### src/rtl/short_branch_unit.sv
module short_branch_unit #(
  parameter int AW = 16
) (
  input  logic          clk,
  input  logic          rst_n,
  input  logic          start,
  input  logic [7:0]    opcode,
  input  logic [7:0]    disp,
  input  logic [AW-1:0] pc_in,
  input  logic [3:0]    flags,
  output logic          busy,
  output logic          done,
  output logic          taken,
  output logic          illegal,
  output logic [AW-1:0] pc_next,
  output logic [1:0]    cycles,
  output logic [3:0]    flags_out
);

  logic fn, fz, fv, fc, nxv;
  logic base, cond, bad, go;
  logic [1:0] left;
  logic [AW-1:0] offs;

  assign {fn, fz, fv, fc} = flags;
  assign nxv = fn ^ fv;
  assign bad = opcode[7:4] != 4'h2;

  always_comb begin
    case (opcode[3:1])
      3'd0: base = 1'b1;
      3'd1: base = ~(fc | fz);
      3'd2: base = ~fc;
      3'd3: base = ~fz;
      3'd4: base = ~fv;
      3'd5: base = ~fn;
      3'd6: base = ~nxv;
      default: base = ~(fz | nxv);
    endcase
  end

  assign cond = base ^ opcode[0];
  assign go   = cond & ~bad;
  assign offs = go ? {{(AW-8){disp[7]}}, disp} : '0;
  assign done = busy & (left == 2'd0);

  always_ff @(posedge clk) begin
    if (!rst_n) begin
      busy      <= 1'b0;
      left      <= 2'd0;
      taken     <= 1'b0;
      illegal   <= 1'b0;
      pc_next   <= '0;
      cycles    <= 2'd0;
      flags_out <= 4'd0;
    end else if (start && !busy) begin
      busy      <= 1'b1;
      left      <= go ? 2'd2 : 2'd0;
      taken     <= go;
      illegal   <= bad;
      pc_next   <= pc_in + AW'(2) + offs;
      cycles    <= go ? 2'd3 : 2'd1;
      flags_out <= flags;
    end else if (busy) begin
      if (left == 2'd0) busy <= 1'b0;
      else left <= left - 2'd1;
    end
  end

endmodule


### config.mk
export PLATFORM = sky130hd
export DESIGN_NAME = short_branch_unit
export DESIGN_NICKNAME = d
export VERILOG_FILES = /design/src/rtl/short_branch_unit.sv
export SDC_FILE = /design/constraint.sdc
export NUM_CORES = 1
export LEC_CHECK = 0
export BUFFER_PORTS_ARGS = -buffer_cell sky130_fd_sc_hd__buf_2
export CAP_MARGIN = 5
export CORE_MARGIN = 4
export CORE_UTILIZATION = 45
export CTS_CLUSTER_DIAMETER = 40
export DETAILED_ROUTE_END_ITERATION = 6
export PLACE_DENSITY = 0.69
export SLEW_MARGIN = 20
export SYNTH_ARGS = -nofsm -noshare
export SYNTH_HDL_FRONTEND = slang
export SYNTH_SLANG_ARGS = --single-unit
### constraint.sdc
create_clock -name clk -period 10.5 [get_ports clk]
set_clock_uncertainty 0.05 [all_clocks]
set_input_delay 2.1 -clock clk [delete_from_list [all_inputs] [get_ports clk]]
set_output_delay 2.1 -clock clk [all_outputs]
set_load 0.005 [all_outputs]
==> impl_metrics.csv, run 1 <==
group,metric,value,unit
floorplanning,rows,24,
floorplanning,core,0.00435,mm²
timing,hold_violations,0,
detailed_routing,drt-pass1-iter-count,4,
grt,grt_pass1_vias,1687,
cts,clock-root-buffer,"clkbuf_8",
critical_path,arrival,5.12,ns
placement,place_congestion,0.848,
timing,setup_ws,5.48,ns
yosys,ys_seq_elements,26,
timing,finalSetupViolCount,0,
layout,n_antenna_cell,0,
layout,fin_nets,371,
layout,area_growth,18.7,%
yosys,syn_nets,312,
timing,tightest_slew,0.571,ns
cts,cts_setup_buffers,0,
yosys,synth_cell_types,45,
run,maxCapViolCount,0,
cts,cts_made_buffers,3,
placement,portBuffers,64,
critical_path,critPathMaxFanout,7,
power_and_ir_drop,peakVddDrop,43.3,µV
cts,ctsHtreeMaxLevel,1,
yosys,synth_edf_count,0,
cts,cts_hold_buf,0,
yosys,async_flop_share,0,%
power_and_ir_drop,power_leakage,1.19,nW
critical_path,r2r_cells,4,
power_and_ir_drop,clkPwrFrac,24.9,%
grt,grt-ovfl-total,0,
detailed_routing,vias,1883,
grt,antenna_found_initial,0,
critical_path,end_kind,"flop",
yosys,ys_seq_area_share,25.6,%
yosys,synth_warnings,0,
critical_path,cp-start-kind,"input port",
layout,drive_gt1_share,25.8,%
yosys,synth_area,0.00203,mm²
cts,clock_latency,0.26,ns
detailed_routing,ant_nets,0,
floorplanning,initial_core_util,46.6,%
timing,rsz0062_at_grt,"false",
placement,post-place-ws,5.22,ns
hold_path,hp-class,"flop to flop",
timing,fmax,199,MHz
timing,min_period_over_period,47.9,%
floorplanning,die_h,75.2,µm
cts,cts_tree,"done",
grt,grt_pass1_wl,7.30,mm
yosys,ys_top_cells_by_area,"dfxtp_1 (26%), ha_1 (18%), nand2_1 (6.3%), xnor2_1 (3.0%), nand3_1 (3.0%)",
grt,grtUsageTotal,16.2,%
layout,final_util,55.4,%
power_and_ir_drop,power.density,91.1,mW/mm²
floorplanning,die_area,0.00565,mm²
power_and_ir_drop,pwr-share-comb,25.9,%
floorplanning,num_io_pins,65,
critical_path,required,10.60,ns
outcome,status,"finished, final reports clean",
power_and_ir_drop,total_power,0.000220,W
hold_path,worst_hold_path.num_cells,2,
detailed_routing,drtIter0Drc,135,
timing,setup_tns,0,ns
power_and_ir_drop,switchingPower,0.0000628,W
power_and_ir_drop,seqPwrFrac,49.2,%
critical_path,critical_path_class,"input port to flop",
detailed_routing,drcViolationCount,0,
timing,relSlewSlack,61.7,%
yosys,synthDominantCellAreaShare,25.6,%
detailed_routing,wl,4.38,mm
cts,clockBufferDepth,2,
yosys,synth_cells,242,
yosys,yosys.area.top_type,"dfxtp_1",
yosys,avgSynthCellArea,8.39,µm²
grt,grt_max_degree,33,
detailed_routing,viasPerCell,5.36,
yosys,ys.flop_type,"dfxtp_1",
cts,cts.repair.resized,0,
floorplanning,fp.dieW,75.2,µm
timing,slew_viol_final,0,
power_and_ir_drop,swShare,28.6,%
timing,hold_ws,0.405,ns
cts,clock_sinks,26,
placement,dp_hpwl,3.49,mm
power_and_ir_drop,internal-power,0.000157,W
cts,clk_pin_slew,0.08,ns
detailed_routing,avgRoutedWirePerCell,12.5,µm
timing,min_period,5.02,ns
==> through the flow <==
| step | cells | instance area, µm² |
|---|---|---|
| 3_5_place_dp | 348 | 2370 |
| 3_3_place_gp | 348 | 2370 |
| 6_report | 351 | 2410 |
| 2_1_floorplan | 242 | 2030 |
| 4_1_cts | 351 | 2410 |
| 5_1_grt | 351 | 2410 |
==> state kept, by name, indices dropped and copies added (netlist names) <==
name       count
pc_next       16
flags_out      4
left           2
busy           1
cycles         1
illegal        1
taken          1
==> synthesized netlist by cell type, drive strengths merged (2+ instances only) <==
| master | number |
|---|---|
| a21boi | 10 |
| a21oi | 11 |
| a31oi | 3 |
| and2 | 8 |
| and3 | 7 |
| buf | 5 |
| clkbuf | 6 |
| dfxtp | 26 |
| ha | 30 |
| inv | 13 |
| nand2 | 34 |
| nand2b | 3 |
| nand3 | 13 |
| nand3b | 3 |
| nand4 | 3 |
| nand4b | 3 |
| nor2 | 7 |
| nor2b | 2 |
| nor3b | 3 |
| o211a | 2 |
| o211ai | 4 |
| o21a | 3 |
| o21ai | 19 |
| o21bai | 2 |
| xnor2 | 7 |
| xor2 | 5 |
==> path summary, 6_finish.rpt <==
path                              startpoint      endpoint  slack, ns
worst max-delay path                flags[1]   pc_next[11]       5.48
worst min-delay path            flags_out[3]  flags_out[3]       0.40
worst max register to register          busy   pc_next[11]       9.10
worst min register to register  flags_out[3]  flags_out[3]       0.40
==> power groups by stage <==
stage	combinational, W	sequential [W]	clock [W]
after floorplan	0.0000347	0.000111	0
after global placement	0.0000563	0.000110	0
after detailed placement	0.0000569	0.000111	0
after CTS	0.0000576	0.000108	0.0000563
after global routing	0.0000647	0.000109	0.0000604
final	0.0000569	0.000108	0.0000546
==> worst max-delay path, stage by stage <==
cell      delay, ns
buf_2          0.12
o21ai_1        0.13
a31oi_1        0.08
o211ai_4       0.28
xor2_2         0.31
and2_1         0.20
nand2_1        0.06
ha_1           0.26
inv_1          0.06
ha_1           0.16
inv_1          0.06
fa_1           0.38
nor2b_1        0.16
o21ai_1        0.07
nand2b_1       0.13
a21oi_2        0.10
o21bai_1       0.19
a21oi_1        0.09
nand4b_1       0.17
==> kinds of logic (layout without fill, tap and decap cells) <==
logic type      after synthesis  after routing  synth area share (%)
compound gates               60             60                  19.8
xor+xnor                     12             12                  5.55
fa+ha+maj                    31             31                  19.5
buf+inv                      24             81                  5.18
flops                        26             26                  25.6
mux                           1              1                  1.11
simple gates                 88             88                  23.2
==> metal layers <==
metal	part of all wire [%]	global-route usage (%)	up-vias
met5	0	0	-
met4	0.64	4.47	0
met3	4.7	1.34	2
met2	47	27.1	42
met1	48	22.5	869
li1	-	-	970
==> cells in the final DEF (no fill, tap or decap), drive strengths merged, types with 8 or more instances in the layout <==
| cell type | instances |
|---|---|
| a21boi | 10 |
| buf | 65 |
| nand3 | 13 |
| and2 | 8 |
| dfxtp | 26 |
| inv | 13 |
| o21ai | 19 |
| ha | 30 |
| nand2 | 34 |
| a21oi | 11 |
==> cell type report <==
type | instances | area (µm²)
inverters | 13 | 48.8
flip-flops and latches | 26 | 520
multi-input cells | 192 | 1410
clock buffers | 3 | 41.3
repair buffers | 65 | 328
well taps | 52 | 65.1
fillers | 425 | 1940
No activity file was read; power rests on OpenSTA's default activity.
==> run 2: changes to the inputs <==
PLACE_DENSITY = 0.72   (was 0.69)
clock period = 4.3 ns   (was 10.5 ns; I/O delays follow)
==> run 2 against run 1 <==
Compared with the run above:
- non-clock buffer count grew 1
- critical path depth unchanged
- first-iteration DRC count fell by 53%
- sequential share of layout area shrank 0.19 points
==> impl_metrics.csv, run 2 (same netlist as run 1, synthesis figures left out) <==
group,metric,value,unit
grt,grt_pass1_wl,7.54,mm
timing,tightest_slew,0.577,ns
layout,n_antenna_cell,0,
critical_path,end_kind,"flop",
critical_path,path_cells,"buf_2 -> inv_1 -> o21ai_0 -> o211ai_4 -> xor2_2 -> and2_1 -> nand2_1 -> ha_1 -> inv_1 -> ha_1 -> inv_1 -> fa_1 -> nor2b_1 -> o21ai_1 -> nand2b_1 -> a21oi_2 -> o21bai_1 -> a21oi_1 -> nand4b_1",
cts,clk_pin_slew,0.08,ns
cts,clock-root-buffer,"clkbuf_8",
placement,place_congestion,0.826,
critical_path,arrival,3.89,ns
timing,setup_tns,0,ns
cts,cts.repair.resized,0,
cts,cts_tree,"done",
layout,area_growth,19.8,%
floorplanning,die_h,75.2,µm
timing,relSlewSlack,61.5,%
layout,n_fill_cell,430,
cts,cts_hold_buf,0,
floorplanning,num_io_pins,65,
detailed_routing,drtIter0Drc,63,
power_and_ir_drop,seqPwrFrac,47.5,%
cts,cts_made_buffers,3,
timing,fmax,264,MHz
critical_path,cp_slowest_cell,"fa_1",
layout,final_area,0.00243,mm²
grt,antenna_found_initial,0,
power_and_ir_drop,switchingPower,0.000154,W
cts,clock_sinks,26,
run,maxCapViolCount,0,
outcome,status,"finished, final reports clean",
timing,hold_violations,0,
placement,dp_hpwl,3.64,mm
placement,post-place-ws,0.252,ns
layout,final_common_cell,"buf_2",
layout,reg_top3,"pc_next: 16 flops, flags_out: 4 flops, left: 2 flops",
layout,layout_common_cells,"buf_2 (64), nand2_1 (34), ha_1 (30)",
critical_path,cp-start-kind,"input port",
power_and_ir_drop,power_leakage,1.21,nW
detailed_routing,drcViolationCount,0,
power_and_ir_drop,internal-power,0.000402,W
timing,setup_ws,0.508,ns
placement,dp_cells,349,
layout,fin_cells,353,
timing,min_period,3.79,ns
floorplanning,rows,24,
timing,finalSetupViolCount,0,
power_and_ir_drop,swShare,27.6,%
floorplanning,fp.dieW,75.2,µm
critical_path,critPathMaxFanout,7,
timing,min_period_over_period,88.2,%
grt,grtUsageTotal,16.8,%
critical_path,required,4.40,ns
hold_path,hp-class,"flop to flop",
critical_path,cpMostUsedCell,"inv_1",
timing,rsz0062_at_grt,"false",
power_and_ir_drop,power.density,229,mW/mm²
floorplanning,initial_core_util,46.6,%
layout,regMostFlops,"pc_next",
floorplanning,die_area,0.00565,mm²
power_and_ir_drop,pwr-share-comb,25.3,%
critical_path,critical_path_class,"input port to flop",
cts,clock_latency,0.26,ns
layout,fin_nets,372,
floorplanning,core,0.00435,mm²
detailed_routing,avgRoutedWirePerCell,13.0,µm
cts,ctsHtreeMaxLevel,1,
grt,grt_pass1_vias,1715,
layout,largest_reg_flops,16,
placement,portBuffers,64,
grt,grt_max_degree,33,
critical_path,max_stage_delay,0.38,ns
timing,slew_viol_final,0,
placement,place_area,0.00237,mm²
cts,cts_setup_buffers,0,
layout,drive_gt1_share,26.2,%
power_and_ir_drop,peakVddDrop,156,µV
detailed_routing,drt-pass1-iter-count,4,
detailed_routing,ant_nets,0,
power_and_ir_drop,clkPwrFrac,27.2,%
grt,grt-ovfl-total,0,
cts,clockBufferDepth,2,
detailed_routing,wl,4.58,mm
detailed_routing,vias,1872,
detailed_routing,viasPerCell,5.30,
run 2: final cells by class:
cell class / instances / area (µm²) / share of cell area [%]
multi-input cells: 192 / 1410 / 57.9
flip-flops and latches: 26 / 520 / 21.4
repair buffers: 66 / 335 / 13.8
well taps: 52 / 65.1 / 2.67
clock buffers: 4 / 55.1 / 2.26
inverters: 13 / 48.8 / 2.01
run 2: power by group through the flow:
stage,sequential (W),clock [W],combinational (W)
finish,0.000264,0.000151,0.000141
global route,0.000266,0.000165,0.000160
CTS,0.000264,0.000156,0.000141
detailed placement,0.000270,0,0.000140
global placement,0.000270,0,0.000138
floorplan,0.000271,0,0.0000847
run 2: stage by stage:
stage	hold WS, ns	utilization (%)	total power, W
finish	0.408	55.9	0.000556
global route	0.448	55.9	0.000591
CTS	0.414	55.8	0.000562
floorplan	0.397	-	0.000356
detailed placement	0.402	54.5	0.000410
global placement	0.391	54.5	0.000408
run 2: worst paths after layout:
kind | to | slack, ns | from | cells past startpoint
max | pc_next[11] | 0.51 | flags[0] | 19
min | flags_out[3] | 0.41 | flags_out[3] | 2
max reg2reg | pc_next[11] | 2.90 | busy | 4
min reg2reg | flags_out[3] | 0.41 | flags_out[3] | 2
run 2: per-layer routing:
layer,global-route usage (%),vias to the layer above,wire [µm]
met5,0,-,0
met3,1.07,2,247
li1,-,972,-
met2,28.5,49,2130
met1,23.2,849,2160
met4,4.66,0,40
run 2: worst max-delay path: cells and delay by family:
kind                       cells  cell delay (ns)
AOI/OAI and AO/OA              6             0.94
adders and majority gates      3             0.81
and+or+nand+nor                5             0.72
xor gates and xnor gates       1             0.31
buffers and inverters          4             0.25
